`src/rtl/fwload_pkg.sv`:
```
package fwload_pkg;

    typedef enum logic [1:0] {
        FL_IDLE,
        FL_ARMED,
        FL_WRITE,
        FL_SETTLE
    } fl_state_e;

    localparam int EN_BIT  = 0;
    localparam int OK_BIT  = 4;
    localparam int STB_BIT = 8;

endpackage

```
`src/rtl/fwload_busif.sv`:
```
module fwload_busif
    import fwload_pkg::*;
#(
    parameter int                BUS_AW   = 12,
    parameter int                DATA_W   = 32,
    parameter logic [BUS_AW-1:0] CTRL_OFS = 12'h250,
    parameter logic [BUS_AW-1:0] DATA_OFS = 12'h258
) (
    input  logic              clk,
    input  logic              rst_n,
    input  logic [BUS_AW-1:0] bus_addr,
    input  logic              bus_we,
    input  logic [DATA_W-1:0] bus_wdata,
    input  logic              busy,
    input  logic              succ,
    output logic              en_q,
    output logic [DATA_W-1:0] data_q,
    output logic              en_rise,
    output logic              strobe_go,
    output logic [DATA_W-1:0] bus_rdata
);

    logic ctrl_hit;
    logic data_hit;

    assign ctrl_hit  = bus_we && (bus_addr == CTRL_OFS);
    assign data_hit  = bus_we && (bus_addr == DATA_OFS);
    assign en_rise   = ctrl_hit && bus_wdata[EN_BIT] && !en_q;
    assign strobe_go = ctrl_hit && bus_wdata[STB_BIT] && bus_wdata[EN_BIT]
                       && en_q && !busy;

    always_ff @(posedge clk or negedge rst_n) begin
        if (!rst_n) begin
            en_q   <= 1'b0;
            data_q <= '0;
        end else begin
            if (ctrl_hit) en_q <= bus_wdata[EN_BIT];
            if (data_hit) data_q <= bus_wdata;
        end
    end

    always_comb begin
        bus_rdata = '0;
        if (bus_addr == CTRL_OFS) begin
            bus_rdata[EN_BIT]  = en_q;
            bus_rdata[OK_BIT]  = succ;
            bus_rdata[STB_BIT] = busy;
        end else if (bus_addr == DATA_OFS) begin
            bus_rdata = data_q;
        end
    end

endmodule

```
`src/rtl/fwload_fsm.sv`:
```
module fwload_fsm
    import fwload_pkg::*;
(
    input  logic clk,
    input  logic rst_n,
    input  logic en_q,
    input  logic strobe_go,
    output logic wr_slot,
    output logic busy,
    output logic finish
);

    fl_state_e state_q;
    fl_state_e state_d;

    always_ff @(posedge clk or negedge rst_n) begin
        if (!rst_n) state_q <= FL_IDLE;
        else        state_q <= state_d;
    end

    always_comb begin
        state_d = state_q;
        unique case (state_q)
            FL_IDLE: begin
                if (strobe_go) state_d = FL_WRITE;
                else if (en_q) state_d = FL_ARMED;
            end
            FL_ARMED: begin
                if (strobe_go)  state_d = FL_WRITE;
                else if (!en_q) state_d = FL_IDLE;
            end
            FL_WRITE:  state_d = FL_SETTLE;
            FL_SETTLE: state_d = en_q ? FL_ARMED : FL_IDLE;
        endcase
    end

    always_comb begin
        wr_slot = 1'b0;
        busy    = 1'b0;
        finish  = 1'b0;
        unique case (state_q)
            FL_IDLE:   ;
            FL_ARMED:  finish = !en_q && !strobe_go;
            FL_WRITE: begin
                wr_slot = 1'b1;
                busy    = 1'b1;
            end
            FL_SETTLE: begin
                busy   = 1'b1;
                finish = !en_q;
            end
        endcase
    end

endmodule

```
`src/rtl/fwload_wrptr.sv`:
```
module fwload_wrptr #(
    parameter int DATA_W    = 32,
    parameter int RAM_DEPTH = 16,
    localparam int AW = $clog2(RAM_DEPTH),
    localparam int CW = AW + 1
) (
    input  logic              clk,
    input  logic              rst_n,
    input  logic              en_rise,
    input  logic              wr_slot,
    input  logic              finish,
    input  logic [DATA_W-1:0] data_q,
    output logic              ram_we,
    output logic [AW-1:0]     ram_addr,
    output logic [DATA_W-1:0] ram_wdata,
    output logic              succ_q,
    output logic              ovf_q,
    output logic [CW-1:0]     cnt_q
);

    logic full;

    assign full      = (cnt_q == CW'(RAM_DEPTH));
    assign ram_we    = wr_slot && !full;
    assign ram_addr  = cnt_q[AW-1:0];
    assign ram_wdata = data_q;

    always_ff @(posedge clk or negedge rst_n) begin
        if (!rst_n) begin
            cnt_q  <= '0;
            ovf_q  <= 1'b0;
            succ_q <= 1'b0;
        end else if (en_rise) begin
            cnt_q  <= '0;
            ovf_q  <= 1'b0;
            succ_q <= 1'b0;
        end else begin
            if (wr_slot) begin
                if (full) ovf_q <= 1'b1;
                else      cnt_q <= cnt_q + 1'b1;
            end
            if (finish) succ_q <= (cnt_q != '0) && !ovf_q;
        end
    end

endmodule

```
`src/rtl/fwload_regs.sv`:
```
module fwload_regs
    import fwload_pkg::*;
#(
    parameter int                BUS_AW    = 12,
    parameter int                DATA_W    = 32,
    parameter int                RAM_DEPTH = 16,
    parameter logic [BUS_AW-1:0] CTRL_OFS  = 12'h250,
    parameter logic [BUS_AW-1:0] DATA_OFS  = 12'h258
) (
    input  logic                         clk,
    input  logic                         rst_n,
    input  logic [BUS_AW-1:0]            bus_addr,
    input  logic                         bus_we,
    input  logic [DATA_W-1:0]            bus_wdata,
    output logic [DATA_W-1:0]            bus_rdata,
    output logic                         ram_we,
    output logic [$clog2(RAM_DEPTH)-1:0] ram_addr,
    output logic [DATA_W-1:0]            ram_wdata
);

    localparam int AW = $clog2(RAM_DEPTH);
    localparam int CW = AW + 1;

    logic              en_q;
    logic              en_rise;
    logic              strobe_go;
    logic [DATA_W-1:0] data_q;
    logic              wr_slot;
    logic              strobe_busy;
    logic              finish;
    logic              succ_q;
    logic              ovf_q;
    logic [CW-1:0]     cnt_q;

    fwload_busif #(
        .BUS_AW  (BUS_AW),
        .DATA_W  (DATA_W),
        .CTRL_OFS(CTRL_OFS),
        .DATA_OFS(DATA_OFS)
    ) u_busif (
        .clk      (clk),
        .rst_n    (rst_n),
        .bus_addr (bus_addr),
        .bus_we   (bus_we),
        .bus_wdata(bus_wdata),
        .busy     (strobe_busy),
        .succ     (succ_q),
        .en_q     (en_q),
        .data_q   (data_q),
        .en_rise  (en_rise),
        .strobe_go(strobe_go),
        .bus_rdata(bus_rdata)
    );

    fwload_fsm u_fsm (
        .clk      (clk),
        .rst_n    (rst_n),
        .en_q     (en_q),
        .strobe_go(strobe_go),
        .wr_slot  (wr_slot),
        .busy     (strobe_busy),
        .finish   (finish)
    );

    fwload_wrptr #(
        .DATA_W   (DATA_W),
        .RAM_DEPTH(RAM_DEPTH)
    ) u_wrptr (
        .clk      (clk),
        .rst_n    (rst_n),
        .en_rise  (en_rise),
        .wr_slot  (wr_slot),
        .finish   (finish),
        .data_q   (data_q),
        .ram_we   (ram_we),
        .ram_addr (ram_addr),
        .ram_wdata(ram_wdata),
        .succ_q   (succ_q),
        .ovf_q    (ovf_q),
        .cnt_q    (cnt_q)
    );

endmodule

```
`config.mk`:
```
export PLATFORM = sky130hd
export DESIGN_NAME = fwload_regs
export DESIGN_NICKNAME = d
export VERILOG_FILES = /design/src/rtl/fwload_pkg.sv /design/src/rtl/fwload_busif.sv /design/src/rtl/fwload_fsm.sv /design/src/rtl/fwload_wrptr.sv /design/src/rtl/fwload_regs.sv
export SDC_FILE = /design/constraint.sdc
export NUM_CORES = 1
export LEC_CHECK = 0
export BUFFER_PORTS_ARGS = -buffer_cell sky130_fd_sc_hd__buf_2
export CAP_MARGIN = 20
export CORE_ASPECT_RATIO = 1.25
export CORE_MARGIN = 2
export CORE_UTILIZATION = 41
export CTS_CLUSTER_DIAMETER = 150
export CTS_CLUSTER_SIZE = 28
export DETAILED_ROUTE_END_ITERATION = 8
export PLACE_DENSITY_LB_ADDON = 0.08
export SETUP_SLACK_MARGIN = 0.3
export SLEW_MARGIN = 20
export SYNTH_ARGS = -nofsm -noshare
export SYNTH_HDL_FRONTEND = slang
export SYNTH_HIERARCHICAL = 1
export SYNTH_SLANG_ARGS = --single-unit
```
`constraint.sdc`:
```
create_clock -name clk -period 1.87 [get_ports clk]
set_input_delay 0.0935 -clock clk [delete_from_list [all_inputs] [get_ports clk]]
set_output_delay 0.0935 -clock clk [all_outputs]
set_load 0.1 [all_outputs]
```
# Yosys cells after proc, flatten, opt, wreduce, memory -nomap -nowiden
# Cells that the tools add are included.
[op_classes]
add_sub_neg = 1
eq_ne = 9
n_mux = 24
reduce_logical = 25
[ops]
columns = ["cell", "n"]
rows = [
  ["two-way mux 32 bit", 1],
  ["equality test 12 x 10 -> 1 bit, second input constant", 2],
  ["two-way mux 23 bit", 1],
  ["two-way mux 5 bit", 3],
  ["logical AND 1 bit", 11],
  ["two-way mux 1 bit", 11],
  ["two-way mux 2 bit", 4],
  ["case mux 2 bit (4 select lines)", 1],
  ["two-way mux 3 bit", 2],
  ["inequality test 3 x 2 -> 1 bit, second input constant", 2],
  ["AND reduction 2 bit", 3],
  ["nonzero test 2 bit", 3],
  ["adder 5 x 1 -> 5 bit, second input constant", 1],
  ["equality test 5 bit, second input constant", 1],
  ["logical NOT 1 bit", 5],
  ["nonzero test 5 bit", 1],
  ["equality test 2 bit, second input constant", 2],
  ["equality test 2 x 1 -> 1 bit, second input constant", 1],
  ["logical NOT 2 bit", 1],
  ["inequality test 2 bit, second input constant", 1],
  ["case mux 1 bit (2 select lines)", 1],
  ["OR reduction 2 bit", 1],
]
[word_totals]
regBits = 42
inputBits = 47
out_inout_bits = 69
elab_cells = 65

# Logic depth before layout (Yosys ltp)
[logic_depth]
word_depth = 11
depth_mapped = 8
mapped_depth_nobuf = 8

# By module
# Netlist, hierarchy kept.
[by_module_without_submodules]
columns = ["mod", "instances", "cells_per_inst", "area_each_um2", "seq_area_each_um2"]
rows = [
  ["fwload_busif", 1, 124, 1597.8, 825.8],
  ["fwload_wrptr", 1, 73, 643.1, 175.2],
  ["fwload_fsm", 1, 10, 95.1, 50.0],
]

# Worst setup path before layout
# No wires, ideal clock.
[synth_path]
kind = "register -> register"
startpoint = "register u_wrptr.cnt_q[0]"
endpoint = "register u_wrptr.cnt_q[1]"
setup_time_ns = 0.191
arrival_time_ns = 2.177
t_required_ns = 1.679
setup_slack_ns = -0.498
path_stages_with_launch = 6
path_buffers = 0
synth_period_minus_slack_ns = 2.368
path_cell_list = "dfrtp_1 inv_1 ha_1 nor4bb_4 nor2_1 o31ai_1"
[synth_via]
elab_chain_cells = 4
word_cells_on_any_way = 7
classes_between = "add/sub: 1; eq/ne: 2; mux: 3; reduce/logical: 1"
[synth_rtl]
columns = ["element", "line", "text"]
rows = [
  ["start, declared", "fwload_wrptr.sv:18", "output logic [CW-1:0] cnt_q"],
  ["start signal, assigned", "fwload_wrptr.sv:40", "else cnt_q <= cnt_q + 1'b1;"],
  ["adder 5 x 1 -> 5 bit", "fwload_wrptr.sv:40", ""],
  ["two-way mux 5 bit", "fwload_wrptr.sv:39", "if (full) ovf_q <= 1'b1;"],
  ["two-way mux 5 bit", "fwload_wrptr.sv:38", "if (wr_slot) begin"],
  ["two-way mux 5 bit", "fwload_wrptr.sv:33", "end else if (en_rise) begin"],
]
# Parallel ways exist; a longest one is shown, timed or not. The select of a mux whose other input is x is not followed.
# A chain may end at the register's enable or synchronous reset.

# Final worst setup path
[layout_path]
startpoint = "register u_wrptr.cnt_q[1]"
endpoint = "register u_wrptr.cnt_q[1]"
# The elaborated chain is that of the path after synthesis.

==> reports/metrics.sh <==
SEQ_POWER_SHARE=0.557
FIN_SETUP_TNS_NS=0
TIMING.MAX_CAP.VIOLATIONS=0
PLACE.PORT_BUFFERS=115
TIMING.FINAL.CRIT_SHARE=0.851
RUN_STATUS='completed'
P_LEAK_nW=1.79
POWER.SHARE.CLOCK=0.366
MOST_COMMON_CELL_AFTER_LAYOUT_FILL_AND_TAPS_ASIDE='buf_2'
CTS-BUFFERS-INSERTED=5
SWITCHING_PWR_mW=0.381
GRT_PASS1_VIAS=1732
SLEW_HEADROOM=0.648
CRITICAL_PATH_PEAK_FANOUT=3
FINCLKSKEW_NS=0.00631
CLOCK_INPUT_TRANSITION_AT_THE_SEQUENTIAL_CELLS_OF_THE_WORST_SETUP_AND_HOLD_PATHS_NS=0.08
CORE-AREA_UM2=5480
CHIPHEIGHT_UM=88.4
DRTITER0DRC=59
ROUTED_WIRE_LENGTH_PER_INSTANCE_UM=14.9
ANTENNA_CELLS=0
COMBINATIONALPOWERSHARE=0.077
ASYNCSETRESETFLOPFRACSYNTH=1.00
FINALNETCOUNT=344
PATH_CELLS='inv_2, ha_4, nor4bb_4, buf_4, or4b_1, o31ai_1'
ENDPOINT_KIND='register'
CP.ARRIVAL_NS=1.78
CLOCKROOTBUFFER='clkbuf_8'
IO_PINS=116
SYNTHESIS.AREA_UM2=2340
FINALHOLDVIOLATIONS=0
DIE_AREA_UM2=6320
DRTANTENNAVIOLNETS=0
GRT_START_MAX_NET_PINS=43
DETAILROUTE.VIA_COUNT=1752
SYNTH_SEQ_AREA_SHARE=0.450
YS_FF_LATCH=42
HOLD_PATH_CLASS='in -> reg'
NUMBER_OF_SYNTHESIZED_FLOPS_WITH_AN_ENABLE_PIN=0
P_PER_AREA_nW_PER_UM2=458
CRIT_PATH_START_KIND='register'
FINAL-SETUP-VIOL-COUNT=0
FINAL_CELLS=360
HTREE_NUM_LEVELS=2
CLK-INSERTION-DELAY-LATE_NS=0.29
HPWLAFTERDP_MM=4.15
ROWS=30
REPORT.FINAL.SLEW_VIOL_COUNT=0
SWSHARE=0.232
FLOORPLAN.INITIALDENSITY=0.426
FINALWEIGHTEDCONGESTION=0.744
ACHIEVABLE-FREQUENCY_MHz=628
YOSYSUNIQUECELLTYPES=37
DIE-WIDTH_UM=71.5
CRITICAL_PATH_CLASS='reg -> reg'
GRT_ANTENNA_BEFORE_REPAIR=0
CTS_MAX_PATH_BUFFERS=2
LAYOUT.CELLS.MOST_COMMON_LIST='buf_2 (82), dfrtp_1 (42), buf_12 (35)'
AREA_GROWTH_SYN_TO_LAYOUT_PCT=53.4
POST-ROUTE-MIN-PERIOD_NS=1.59
SETUP_REPAIR_AFTER_GLOBAL_ROUTING_MISSED_ITS_MARGIN='yes'
SYNTH_AREA_PER_CELL_UM2=11.3
PLACE.DETAILED.INSTANCES=347
FIRST_PASS_GRT_WIRE_LENGTH_MM=8.54
CTS_TREE='done'
SLOWEST_STAGE='or4b_1'
WORST_PATH_LARGEST_CELL_DELAY_NS=0.49
CELL_INTERNAL_PWR_mW=1.26
CP_DATA_REQUIRED_TIME_NS=2.06
DRIVE_ABOVE_1_SHARE=0.699
DRC=0
GLOBALROUTETOTALUTIL=0.174
POSTROUTEWIRELENGTH_MM=5.36
FIRSTDRTPASSITERS=4
ROUTED_VIA_DENSITY=4.87
WARNINGS_FROM_YOSYS=6
PEAKVDDDROP_mV=0.321
CLOCK-SINKS=42
NETLIST_INSTANCES=207
MAX_SLEW.WORST_PIN.SLEW_NS=0.529
SYNTH_FP_NETS=256
GLOBAL_ROUTE.OVERFLOW_TOTAL=0
MOST_USED_DFF_POST_SYNTH='dfrtp_1'
## critical path: cells and delay by family, from the launching register on
kind,cells,cell delay (ns)
AOI/OAI and AO/OA,1,0.08
DFF,1,0.39
adders and majority gates,1,0.16
and+or+nand+nor,2,0.65
buffers and inverters,2,0.22
## metal layers
metal / share of wire / routed length (µm) / vias up / track usage
met5: 0 / 0 / - / 0
met4: 0.0086 / 46 / 0 / 0.0395
met3: 0.052 / 278 / 6 / 0.0387
met2: 0.55 / 2930 / 58 / 0.315
met1: 0.39 / 2110 / 848 / 0.211
li1: - / - / 840 / -
## path summary, 6_finish.rpt
check	start	endpoint	slack (ns)	cells past startpoint
setup / recovery	u_wrptr/cnt_q[1]$_DFFE_PN0P_	u_wrptr/cnt_q[1]$_DFFE_PN0P_	0.28	6
hold / removal	bus_wdata[25]	u_busif/data_q[25]$_DFFE_PN0P_	0.03	2
setup reg to reg	u_wrptr/cnt_q[1]$_DFFE_PN0P_	u_wrptr/cnt_q[1]$_DFFE_PN0P_	0.28	6
hold reg to reg	u_wrptr/ovf_q$_DFFE_PN0P_	u_wrptr/ovf_q$_DFFE_PN0P_	0.51	2
max in group asynchronous	rst_n	u_wrptr/cnt_q[1]$_DFFE_PN0P_	1.10	3
min in group asynchronous	rst_n	u_busif/data_q[25]$_DFFE_PN0P_	0.40	3
## flip-flops by register name, summed over array words and instances (netlist names)
name	flops
u_busif/data_q	32
u_wrptr/cnt_q	5
u_fsm/state_q	2
u_busif/en_q	1
u_wrptr/ovf_q	1
u_wrptr/succ_q	1
## stage by stage
stage                     setup WS (ns)  hold slack, ns  utilization  power (mW)  cell area, µm²
after floorplan                   0.147          -0.202            -       0.984            2520
after global placement            0.133           0.194        0.624        1.05            3420
after detailed placement          0.105           0.205        0.624        1.06            3420
after CTS                         0.287          0.0191        0.652        1.67            3570
after global routing              0.226          0.0182        0.654        1.71            3580
final                             0.278          0.0301        0.654        1.64            3580
## power by group through the flow
stage	clock network (mW)	registers [mW]	logic, mW
after floorplan	0	0.932	0.0519
after global placement	0	0.932	0.120
after detailed placement	0	0.933	0.124
after CTS	0.624	0.914	0.128
after global routing	0.658	0.915	0.138
final	0.601	0.914	0.126
## synthesized netlist by cell type (2+ instances only)
| master | n | area share |
|---|---|---|
| or3_1 | 3 | 0.0080 |
| inv_1 | 5 | 0.0080 |
| mux2_2 | 26 | 0.13 |
| mux2i_1 | 3 | 0.013 |
| mux2_1 | 6 | 0.029 |
| a21oi_1 | 3 | 0.0064 |
| buf_4 | 36 | 0.12 |
| dfrtp_1 | 42 | 0.45 |
| or4b_1 | 2 | 0.0086 |
| xor2_1 | 2 | 0.0075 |
| nor2_1 | 9 | 0.014 |
| buf_6 | 3 | 0.014 |
| nand2b_1 | 2 | 0.0054 |
| o31ai_1 | 2 | 0.0064 |
| nand4_1 | 2 | 0.0054 |
| nand2_1 | 4 | 0.0064 |
| and2_1 | 29 | 0.078 |
| ha_1 | 2 | 0.011 |
| nor2b_1 | 3 | 0.0080 |
| nor4_1 | 2 | 0.0054 |
| clkbuf_1 | 5 | 0.0080 |
## layout make-up
type | instances | area (µm²)
timing repair buffer | 126 | 1180
clock buffer | 6 | 82.6
inverter | 5 | 18.8
clock inverter | 2 | 12.5
multi-input combinational | 115 | 1160
fill | 404 | 1900
tap | 64 | 80.1
sequential | 42 | 1050
## repair_timing
action,in CTS,in global routing
endpoints found under the setup margin,3,26
resized for setup,4,3
buffers inserted,4,0
pin swaps,2,0
hold buffers,1,0
endpoints found under the hold margin,42,0
## cells by family (layout without fill, tap and decap cells)
family                     after synthesis  count (layout)  synth area share
xor gates and xnor gates                 2               2           0.00750
muxes                                   35              35             0.167
adders and majority gates                2               2            0.0107
AOI/OAI and AO/OA                        9               9            0.0252
DFF                                     42              42             0.450
buffers and inverters                   50             139             0.148
and+or+nand+nor                         67              67             0.192
No activity file was read; power rests on OpenSTA's default activity.
